$ cat config.mk
export PLATFORM = sky130hd
export DESIGN_NAME = i2c_target_stretch
export DESIGN_NICKNAME = d
export VERILOG_FILES = /design/src/rtl/i2ct_pkg.sv /design/src/rtl/i2ct_sync.sv /design/src/rtl/i2ct_engine.sv /design/src/rtl/i2ct_regs.sv /design/src/rtl/i2c_target_stretch.sv
export SDC_FILE = /design/constraint.sdc
export NUM_CORES = 1
export LEC_CHECK = 0
export BUFFER_PORTS_ARGS = -buffer_cell sky130_fd_sc_hd__buf_4
export CAP_MARGIN = 25
export CORE_ASPECT_RATIO = 0.5
export CORE_MARGIN = 2
export CORE_UTILIZATION = 44
export CTS_BUF_LIST = sky130_fd_sc_hd__clkbuf_4
export CTS_CLUSTER_DIAMETER = 200
export DETAILED_ROUTE_END_ITERATION = 7
export GPL_ROUTABILITY_DRIVEN = 0
export SYNTH_ARGS = -nofsm -noshare
export SYNTH_HDL_FRONTEND = slang
export SYNTH_HIERARCHICAL = 1
export SYNTH_SLANG_ARGS = --single-unit
$ cat constraint.sdc
create_clock -name clk -period 3.1 [get_ports clk]
set_clock_uncertainty 0.05 [all_clocks]
set_input_delay 0.465 -clock clk [delete_from_list [all_inputs] [get_ports clk]]
set_output_delay 0.465 -clock clk [all_outputs]
set_load 0.005 [all_outputs]
$ cat src/rtl/i2ct_pkg.sv
package i2ct_pkg;

    localparam int DATA_W  = 8;
    localparam int ADDR_W  = 7;
    localparam int CNT_W   = $clog2(DATA_W);
    localparam int REG_AW  = 3;
    localparam int NUM_EV  = 3;

    localparam int EV_DATA  = 0;
    localparam int EV_START = 1;
    localparam int EV_STOP  = 2;

    localparam logic [REG_AW-1:0] RG_OWN    = 3'd0;
    localparam logic [REG_AW-1:0] RG_STAT   = 3'd1;
    localparam logic [REG_AW-1:0] RG_DATA   = 3'd2;
    localparam logic [REG_AW-1:0] RG_MASK   = 3'd3;
    localparam logic [REG_AW-1:0] RG_RAW    = 3'd4;
    localparam logic [REG_AW-1:0] RG_MASKED = 3'd5;
    localparam logic [REG_AW-1:0] RG_CLR    = 3'd6;

    typedef enum logic [3:0] {
        ST_IDLE,
        ST_ADDR,
        ST_ADDR_END,
        ST_ADDR_ACK,
        ST_RX_BITS,
        ST_RX_END,
        ST_RX_WAIT,
        ST_RX_ACKH,
        ST_RX_ACK,
        ST_TX_WAIT,
        ST_TX_HOLD,
        ST_TX_BITS,
        ST_TX_ACK,
        ST_TX_ACKD,
        ST_IGNORE
    } eng_state_e;

    typedef struct packed {
        eng_state_e          state;
        logic [DATA_W-1:0]   sh;
        logic [CNT_W-1:0]    cnt;
        logic                first;
        logic                fbr;
        logic                scl_p;
        logic                sda_p;
        logic                rx_vld;
        logic [NUM_EV-1:0]   ev;
    } eng_t;

    typedef struct packed {
        logic [ADDR_W-1:0]   own;
        logic                en;
        logic [DATA_W-1:0]   data;
        logic [NUM_EV-1:0]   mask;
        logic [NUM_EV-1:0]   raw;
    } regs_t;

endpackage

$ cat src/rtl/i2ct_sync.sv
module i2ct_sync #(
    parameter int WIDTH  = 2,
    parameter int STAGES = 2
) (
    input  logic             clk,
    input  logic             rst_n,
    input  logic [WIDTH-1:0] d,
    output logic [WIDTH-1:0] q
);

    for (genvar g = 0; g < WIDTH; g++) begin : g_bit
        logic [STAGES-1:0] pipe_d, pipe_q;

        always_comb begin
            pipe_d = {pipe_q[STAGES-2:0], d[g]};
        end

        always_ff @(posedge clk) begin
            if (!rst_n) pipe_q <= '1;
            else        pipe_q <= pipe_d;
        end

        assign q[g] = pipe_q[STAGES-1];
    end

endmodule

$ cat src/rtl/i2ct_engine.sv
module i2ct_engine
    import i2ct_pkg::*;
(
    input  logic                clk,
    input  logic                rst_n,
    input  logic                scl_s,
    input  logic                sda_s,
    input  logic                en,
    input  logic [ADDR_W-1:0]   own_addr,
    input  logic                tx_wr,
    input  logic [DATA_W-1:0]   tx_byte,
    input  logic                rx_rd,
    output logic                scl_oe,
    output logic                sda_oe,
    output logic                rx_vld,
    output logic [DATA_W-1:0]   rx_byte,
    output logic [NUM_EV-1:0]   ev,
    output logic                treq,
    output logic                rreq,
    output logic                fbr
);

    localparam logic [CNT_W-1:0] LAST_BIT = CNT_W'(DATA_W - 1);

    eng_t e_d, e_q;

    logic rise, fall, start_c, stop_c;

    always_comb begin
        rise    = scl_s & ~e_q.scl_p;
        fall    = ~scl_s & e_q.scl_p;
        start_c = e_q.scl_p & scl_s & e_q.sda_p & ~sda_s;
        stop_c  = e_q.scl_p & scl_s & ~e_q.sda_p & sda_s;

        e_d        = e_q;
        e_d.scl_p  = scl_s;
        e_d.sda_p  = sda_s;
        e_d.rx_vld = 1'b0;
        e_d.ev     = '0;

        if (!en) begin
            e_d.state = ST_IDLE;
            e_d.fbr   = 1'b0;
        end else if (start_c) begin
            e_d.ev[EV_START] = 1'b1;
            e_d.state        = ST_ADDR;
            e_d.cnt          = '0;
            e_d.fbr          = 1'b0;
        end else if (stop_c) begin
            e_d.ev[EV_STOP] = 1'b1;
            e_d.state       = ST_IDLE;
            e_d.fbr         = 1'b0;
        end else begin
            unique case (e_q.state)
                ST_ADDR: if (rise) begin
                    e_d.sh  = {e_q.sh[DATA_W-2:0], sda_s};
                    e_d.cnt = e_q.cnt + 1'b1;
                    if (e_q.cnt == LAST_BIT) e_d.state = ST_ADDR_END;
                end
                ST_ADDR_END: if (fall) begin
                    if (e_q.sh[DATA_W-1:1] == own_addr) e_d.state = ST_ADDR_ACK;
                    else                                e_d.state = ST_IGNORE;
                end
                ST_ADDR_ACK: if (fall) begin
                    if (e_q.sh[0]) begin
                        e_d.state       = ST_TX_WAIT;
                        e_d.ev[EV_DATA] = 1'b1;
                    end else begin
                        e_d.state = ST_RX_BITS;
                        e_d.cnt   = '0;
                        e_d.first = 1'b1;
                    end
                end
                ST_RX_BITS: if (rise) begin
                    e_d.sh  = {e_q.sh[DATA_W-2:0], sda_s};
                    e_d.cnt = e_q.cnt + 1'b1;
                    if (e_q.cnt == LAST_BIT) e_d.state = ST_RX_END;
                end
                ST_RX_END: if (fall) begin
                    e_d.rx_vld      = 1'b1;
                    e_d.fbr         = e_q.first;
                    e_d.first       = 1'b0;
                    e_d.ev[EV_DATA] = 1'b1;
                    e_d.state       = ST_RX_WAIT;
                end
                ST_RX_WAIT: if (rx_rd) begin
                    e_d.fbr   = 1'b0;
                    e_d.state = ST_RX_ACKH;
                end
                ST_RX_ACKH: e_d.state = ST_RX_ACK;
                ST_RX_ACK: if (fall) begin
                    e_d.state = ST_RX_BITS;
                    e_d.cnt   = '0;
                end
                ST_TX_WAIT: if (tx_wr) begin
                    e_d.sh    = tx_byte;
                    e_d.cnt   = '0;
                    e_d.state = ST_TX_HOLD;
                end
                ST_TX_HOLD: e_d.state = ST_TX_BITS;
                ST_TX_BITS: if (fall) begin
                    if (e_q.cnt == LAST_BIT) begin
                        e_d.state = ST_TX_ACK;
                    end else begin
                        e_d.sh  = {e_q.sh[DATA_W-2:0], 1'b0};
                        e_d.cnt = e_q.cnt + 1'b1;
                    end
                end
                ST_TX_ACK: if (rise) begin
                    if (!sda_s) e_d.state = ST_TX_ACKD;
                    else        e_d.state = ST_IGNORE;
                end
                ST_TX_ACKD: if (fall) begin
                    e_d.state       = ST_TX_WAIT;
                    e_d.ev[EV_DATA] = 1'b1;
                end
                default: ;
            endcase
        end
    end

    always_ff @(posedge clk) begin
        if (!rst_n) begin
            e_q       <= '0;
            e_q.state <= ST_IDLE;
            e_q.scl_p <= 1'b1;
            e_q.sda_p <= 1'b1;
        end else begin
            e_q <= e_d;
        end
    end

    always_comb begin
        scl_oe = (e_q.state == ST_RX_WAIT) || (e_q.state == ST_RX_ACKH) ||
                 (e_q.state == ST_TX_WAIT) || (e_q.state == ST_TX_HOLD);
        sda_oe = (e_q.state == ST_ADDR_ACK) || (e_q.state == ST_RX_ACKH) ||
                 (e_q.state == ST_RX_ACK) ||
                 (((e_q.state == ST_TX_HOLD) || (e_q.state == ST_TX_BITS)) &&
                  !e_q.sh[DATA_W-1]);
        treq    = (e_q.state == ST_TX_WAIT);
        rreq    = (e_q.state == ST_RX_WAIT);
        fbr     = e_q.fbr;
        rx_vld  = e_q.rx_vld;
        rx_byte = e_q.sh;
        ev      = e_q.ev;
    end

endmodule

$ cat src/rtl/i2ct_regs.sv
module i2ct_regs
    import i2ct_pkg::*;
(
    input  logic                clk,
    input  logic                rst_n,
    input  logic                wr,
    input  logic                rd,
    input  logic [REG_AW-1:0]   addr,
    input  logic [DATA_W-1:0]   wdata,
    output logic [DATA_W-1:0]   rdata,
    input  logic                rx_vld,
    input  logic [DATA_W-1:0]   rx_byte,
    input  logic [NUM_EV-1:0]   ev,
    input  logic                treq,
    input  logic                rreq,
    input  logic                fbr,
    output logic [ADDR_W-1:0]   own,
    output logic                en,
    output logic                tx_wr,
    output logic                rx_rd,
    output logic [NUM_EV-1:0]   raw,
    output logic [NUM_EV-1:0]   clr,
    output logic                irq
);

    regs_t r_d, r_q;

    always_comb begin
        tx_wr = wr && (addr == RG_DATA);
        rx_rd = rd && (addr == RG_DATA);
        clr   = (wr && (addr == RG_CLR)) ? wdata[NUM_EV-1:0] : '0;

        r_d = r_q;
        if (wr && (addr == RG_OWN))  r_d.own  = wdata[ADDR_W-1:0];
        if (wr && (addr == RG_STAT)) r_d.en   = wdata[0];
        if (wr && (addr == RG_MASK)) r_d.mask = wdata[NUM_EV-1:0];
        if (rx_vld)      r_d.data = rx_byte;
        else if (tx_wr)  r_d.data = wdata;
        r_d.raw = (r_q.raw & ~clr) | ev;
    end

    always_ff @(posedge clk) begin
        if (!rst_n) r_q <= '0;
        else        r_q <= r_d;
    end

    always_comb begin
        unique case (addr)
            RG_OWN:    rdata = DATA_W'(r_q.own);
            RG_STAT:   rdata = DATA_W'({fbr, treq, rreq});
            RG_DATA:   rdata = r_q.data;
            RG_MASK:   rdata = DATA_W'(r_q.mask);
            RG_RAW:    rdata = DATA_W'(r_q.raw);
            RG_MASKED: rdata = DATA_W'(r_q.raw & r_q.mask);
            default:   rdata = '0;
        endcase
        own = r_q.own;
        en  = r_q.en;
        raw = r_q.raw;
        irq = |(r_q.raw & r_q.mask);
    end

endmodule

$ cat src/rtl/i2c_target_stretch.sv
module i2c_target_stretch
    import i2ct_pkg::*;
#(
    parameter int SYNC_STAGES = 2
) (
    input  logic                clk,
    input  logic                rst_n,
    input  logic                scl_i,
    input  logic                sda_i,
    output logic                scl_oe,
    output logic                sda_oe,
    input  logic                reg_wr,
    input  logic                reg_rd,
    input  logic [REG_AW-1:0]   reg_addr,
    input  logic [DATA_W-1:0]   reg_wdata,
    output logic [DATA_W-1:0]   reg_rdata,
    output logic                irq
);

    logic [1:0]          line_s;
    logic                en_w, tx_wr_w, rx_rd_w, rx_vld_w;
    logic                treq_w, rreq_w, fbr_w;
    logic [DATA_W-1:0]   rx_byte_w;
    logic [ADDR_W-1:0]   own_w;
    logic [NUM_EV-1:0]   ev_w, raw_w, clr_w;

    i2ct_sync #(.WIDTH(2), .STAGES(SYNC_STAGES)) u_sync (
        .clk   (clk),
        .rst_n (rst_n),
        .d     ({sda_i, scl_i}),
        .q     (line_s)
    );

    i2ct_engine u_eng (
        .clk      (clk),
        .rst_n    (rst_n),
        .scl_s    (line_s[0]),
        .sda_s    (line_s[1]),
        .en       (en_w),
        .own_addr (own_w),
        .tx_wr    (tx_wr_w),
        .tx_byte  (reg_wdata),
        .rx_rd    (rx_rd_w),
        .scl_oe   (scl_oe),
        .sda_oe   (sda_oe),
        .rx_vld   (rx_vld_w),
        .rx_byte  (rx_byte_w),
        .ev       (ev_w),
        .treq     (treq_w),
        .rreq     (rreq_w),
        .fbr      (fbr_w)
    );

    i2ct_regs u_regs (
        .clk     (clk),
        .rst_n   (rst_n),
        .wr      (reg_wr),
        .rd      (reg_rd),
        .addr    (reg_addr),
        .wdata   (reg_wdata),
        .rdata   (reg_rdata),
        .rx_vld  (rx_vld_w),
        .rx_byte (rx_byte_w),
        .ev      (ev_w),
        .treq    (treq_w),
        .rreq    (rreq_w),
        .fbr     (fbr_w),
        .own     (own_w),
        .en      (en_w),
        .tx_wr   (tx_wr_w),
        .rx_rd   (rx_rd_w),
        .raw     (raw_w),
        .clr     (clr_w),
        .irq     (irq)
    );

endmodule

==> results of run 1 <==
==> repair_timing <==
item	in CTS	in global routing
resized for setup	0	1
endpoints found under the setup margin	0	1
hold buffers	0	0
==> through the flow <==
stage               hold WS, ps  power, mW  instances
floorplan                   336      0.721        360
CTS                         190       1.08        447
finish                      206       1.06        447
global route                190       1.12        447
detailed placement          347      0.754        439
global placement            342      0.753        439
==> state kept, by name, indices dropped and copies added (netlist names), 3 cells and up <==
register	flops
u_eng/ev	3
u_sync/g_bit.pipe_q	4
u_eng/rx_byte	8
u_regs/own	7
u_regs/raw	3
u_regs/r_q	11
u_eng/e_q	10
==> layout make-up <==
class                      count  area [µm²]  area share, %
multi-input combinational    253        1740           54.6
sequential                    49         982           30.8
timing repair buffer          32         240           7.54
tap                           92         115           3.61
inverter                      13        48.8           1.53
clock buffer                   6        45.0           1.41
clock inverter                 2        15.0          0.472
==> worst max-delay path, cell delays in order, from the launching register on <==
cell and delay [ps]:
dfxtp_1 890, nand2b_1 290, nor2_1 260, nand3b_1 100, o21a_1 110, o221ai_1 180
buf_4 140
==> where the power goes <==
| group | internal, mW | leakage [nW] | switching (mW) |
|---|---|---|---|
| Sequential | 0.639 | 0.397 | 0.00777 |
| Clock | 0.0977 | 0.0279 | 0.225 |
| Combinational | 0.0420 | 0.795 | 0.0527 |
| Total | 0.778 | 1.22 | 0.286 |
==> layout by cell type, fill, tap and decap left out, types with 3 or more instances in the layout <==
cell       n
a211oi_1   5
a21oi_1   21
and2_1     6
buf_4     32
clkbuf_4   6
dfxtp_1   48
inv_1     13
mux2i_1   38
nand2_1   32
nand2b_1  14
nand3_1   11
nand3b_1   4
nor2_1    13
nor2b_1   15
nor3_1    12
nor4_1     3
o211a_1    8
o21a_1     3
o21ai_0   13
o221ai_1   3
o22ai_1    5
xnor2_1    7
==> worst min path at each step <==
stage / cells after the start / from / to
final: 2 / scl_i / u_sync/g_bit[0].pipe_q[0]$_SDFF_PN1_
after global routing: 2 / sda_i / u_sync/g_bit[1].pipe_q[0]$_SDFF_PN1_
after CTS: 2 / sda_i / u_sync/g_bit[1].pipe_q[0]$_SDFF_PN1_
after detailed placement: 1 / u_sync/g_bit[1].pipe_q[0]$_SDFF_PN1_ / u_sync/g_bit[1].pipe_q[1]$_SDFF_PN1_
after global placement: 1 / u_sync/g_bit[1].pipe_q[0]$_SDFF_PN1_ / u_sync/g_bit[1].pipe_q[1]$_SDFF_PN1_
after floorplan: 1 / u_sync/g_bit[0].pipe_q[0]$_SDFF_PN1_ / u_sync/g_bit[0].pipe_q[1]$_SDFF_PN1_
==> per-layer routing <==
layer / part of all wire (%) / routed length [µm]
met5: 0 / 0
met4: 1.1 / 78
met3: 5.9 / 431
met2: 43 / 3090
met1: 50 / 3670
==> flow_summary_export.csv, run 1 <==
group,metric,value,unit
run_status,status,"completed",
timing,setup_viol,0,
floorplan,dieWidth,122,µm
finish,fillCellCount,662,
timing,slew_viol_final,0,
critical_path,cp-startpoint,"u_eng/e_q[20]$_SDFFE_PP0P_",
timing,fin_crit,2870,ps
critical_path,endpoint,"reg_rdata[0]",
power_and_ir_drop,ir_drop,121,µV
drt,ant_nets,0,
cts,clock_latency,380,ps
power_and_ir_drop,powerDensity,334,nW/µm²
timing,tightestPinTransition,831,ps
synthesis,yosysWarnings,6,
cts,clkTransAtPathRegs,150,ps
floorplan,num_rows,21,
floorplan,io_pins,28,
cts,cts.sinks,49,
finish,final_core_util,47.5,%
timing,setup-tns-final,0,ps
global_route,antenna_found_initial,0,
global_route,grt_max_degree,48,
floorplan,core,6700,µm²
critical_path,r2r_end,"u_eng/e_q[9]$_SDFFE_PN0P_",
synthesis,avgSynthCellArea,8.50,µm²
global_route,met2_usage,28.4,%
global_route,grt_pass1_wl,11800,µm
worst_hold_path,min_path_type,"in -> reg",
global_route,use_met3,4.93,%
critical_path,cp-end-kind,"output port",
critical_path,required,2580,ps
critical_path,r2r-start,"u_eng/e_q[20]$_SDFFE_PP0P_",
critical_path,path_max_fanout,27,
job,max_cap_violations,0,
drt,wl_per_cell,16.3,µm
drt,finalWirelength,7270,µm
timing,rsz0062_at_grt,"false",
drt,drtPass1Iterations,5,
cts,tritoncts,"built",
synthesis,synthesis.instances,360,
global_route,overflow,0,
placed_design,port-buffer-count,27,
cts,cts-buffers-inserted,5,
cts,h-tree-depth,2,
synthesis,syn-cell-area,3060,µm²
critical_path,crit_type,"reg -> out",
timing,period_share,92.5,%
drt,drc,0,
placed_design,dp_hpwl,5040,µm
finish,nNetsFinal,373,
critical_path,start_kind,"flip-flop",
timing,hold_violations,0,
cts,cts_setup_buffers,0,
floorplan,start_util,45.7,%
finish,area_growth,4.00,%
timing,max_slew_margin,44.5,%
timing,fmax,349,MHz
timing,final.setup.worst_slack,232,ps
cts,clockBufferDepth,2,
critical_path,r2r_setup_slack,450,ps
finish,drive_gt1_share,13.2,%
drt,drtIter0Drc,243,
finish,antenna_cells,0,
global_route,grt_use_total,19.3,%
synthesis,syn-num-nets,379,
global_route,grt_busiest_layer,"met2",
cts,root_buffer,"clkbuf_4",
global_route,use_met1,28.1,%
drt,post_drt_via_cell_ratio,5.73,
placed_design,dpl_worst_slack,540,ps
power_and_ir_drop,p_leak,1.22,nW
floorplan,dieArea,7680,µm²
drt,vias,2560,
critical_path,worstPathArrival,2350,ps
floorplan,die-height,63.0,µm
finish,stdcell_area,3180,µm²
global_route,grt_pass1_vias,2353,
critical_path,rr_worst_depth,6,
placed_design,placed_cell_area,3120,µm²
Power figures use the tool's default switching activity.
==> run 2, diff against run 1 <==
Settings changed: CORE_MARGIN 2 to not set.
Clock period 3.1 ns to 2.34 ns, I/O delays scaled along.
==> run 2 against run 1 <==
Effect of this change:
- wire length up 1.5%
- sequential cell count unchanged
- die area down 4.8%
- cell count up 3.8%
- critical path type unchanged
==> flow_summary_export.csv, run 2 (synthesis gave the netlist of run 1 again) <==
group,metric,value,unit
run_status,status,"completed",
critical_path,crit_type,"reg -> out",
drt,met3WireLength,393,µm
critical_path,critPathMostFrequentCell,"buf_4",
global_route,grt_max_degree,48,
global_route,grt_pass1_vias,2405,
timing,hold_ws,85.9,ps
power_and_ir_drop,p_leak,1.31,nW
worst_hold_path,min_path_type,"in -> reg",
power_and_ir_drop,powerDensity,422,nW/µm²
floorplan,io_pins,28,
drt,drtPass1Iterations,5,
timing,rsz0062_at_grt,"false",
power_and_ir_drop,power,1.41,mW
cts,tritoncts,"built",
critical_path,required,1940,ps
floorplan,num_rows,21,
drt,drc,0,
global_route,antenna_found_initial,0,
finish,mostFrequentLayoutCells,"buf_4 (48), dfxtp_1 (45), mux2i_1 (38), nand2_1 (32), a21oi_1 (21)",
timing,fmax,445,MHz
floorplan,dieArea,7320,µm²
worst_hold_path,holdPathStages,2,
critical_path,rr_worst_depth,8,
finish,largest_reg_flops,11,
finish,drive_gt1_share,18.5,%
drt,wl_per_cell,15.9,µm
cts,root_buffer,"clkbuf_4",
critical_path,cpMaxStageDelayCell,"dfxtp_2",
job,max_cap_violations,0,
cts,clockBufferDepth,2,
timing,period_share,96.1,%
placed_design,dp_hpwl,5330,µm
cts,clock_latency,390,ps
critical_path,path_cells,"buf_4, nand2b_2, nor2_4, nand3b_1, o21a_1, o221ai_1, buf_4",
critical_path,start_kind,"flip-flop",
critical_path,cp.depth,7,
cts,cts-buffers-inserted,5,
timing,setup-tns-final,0,ps
critical_path,cp.buffers_inverters,2,
critical_path,path_max_fanout,15,
finish,multiInputGateArea,1760,µm²
finish,antenna_cells,0,
critical_path,critical_path.top_delay_family,"simple AND/OR/NAND/NOR gates",
finish,final_cells,464,
global_route,overflow,0,
timing,slew_viol_final,0,
cts,clkTransAtPathRegs,150,ps
timing,fin_crit,2250,ps
placed_design,dp_cells,453,
global_route,grt_pass1_wl,12100,µm
drt,wl_met2,3260,µm
drt,vias,2640,
timing,tightestPinTransition,480,ps
drt,post_drt_via_cell_ratio,5.69,
finish,fillCellCount,633,
drt,top_layer,"met4",
critical_path,max_stage_delay,370,ps
critical_path,worstPathArrival,1850,ps
finish,top_register,"u_regs/r_q",
placed_design,port-buffer-count,27,
floorplan,start_util,45.7,%
finish,area_growth,9.15,%
timing,hold_violations,0,
finish,register_area,991,µm²
cts,cts.sinks,49,
drt,ant_nets,0,
drt,met1_length,3580,µm
power_and_ir_drop,ir_drop,179,µV
cts,h-tree-depth,2,
floorplan,die-height,61.0,µm
drt,drtIter0Drc,281,
global_route,grt_use_total,21.6,%
floorplan,dieWidth,120,µm
finish,nNetsFinal,390,
critical_path,cp-end-kind,"output port",
timing,max_slew_margin,67.1,%
timing,setup_viol,0,
floorplan,core,6700,µm²
finish,layout.cells.most_common,"buf_4",
drt,finalWirelength,7380,µm
run 2: through the flow:
step	util, %	worst slack [ps]	instance area, µm²
final	49.9	91.1	3340
after global routing	49.9	2.13	3340
after CTS	49.4	20.1	3310
after detailed placement	48.2	37.3	3230
after global placement	48.2	94.0	3230
after floorplan	-	147	3060
run 2: worst paths after layout:
kind | start | end | slack [ps]
max | u_eng/e_q[19]$_SDFFE_PN0P_ | reg_rdata[0] | 90
min | sda_i | u_sync/g_bit[1].pipe_q[0]$_SDFF_PN1_ | 90
min reg2reg | u_sync/g_bit[1].pipe_q[0]$_SDFF_PN1_ | u_sync/g_bit[1].pipe_q[1]$_SDFF_PN1_ | 380
max reg2reg | u_eng/e_q[8]$_SDFFE_PN0P_ | u_eng/e_q[22]$_SDFFE_PP0P_ | 200
run 2: area by class of cell:
cell class,instances,share of cell area (%)
clock inverters,3,0.636
clock buffers,5,1.12
inverters,13,1.46
well taps,92,3.44
repair buffers,49,11.1
multi-input cells,253,52.6
flip-flops and latches,49,29.7
run 2: where the power goes:
part           total (mW)  switching, mW  leakage, nW  internal (mW)
sequential          0.854         0.0101        0.399          0.844
clock               0.427          0.307       0.0316          0.120
combinational       0.129         0.0697        0.883         0.0595
run 2: metal layers:
metal  global-route usage [%]  up-vias
met2                     34.7       77
met3                     5.26       20
met1                     29.0     1243
met4                     6.79        0
li1                         -     1300
met5                        0        -
run 2: repair_timing:
action	4_1_cts	5_1_grt
resized for setup	8	3
buffers inserted	0	3
setup endpoints to repair	3	4
gates cloned	0	0
hold buffers	0	0
pin swaps	0	3
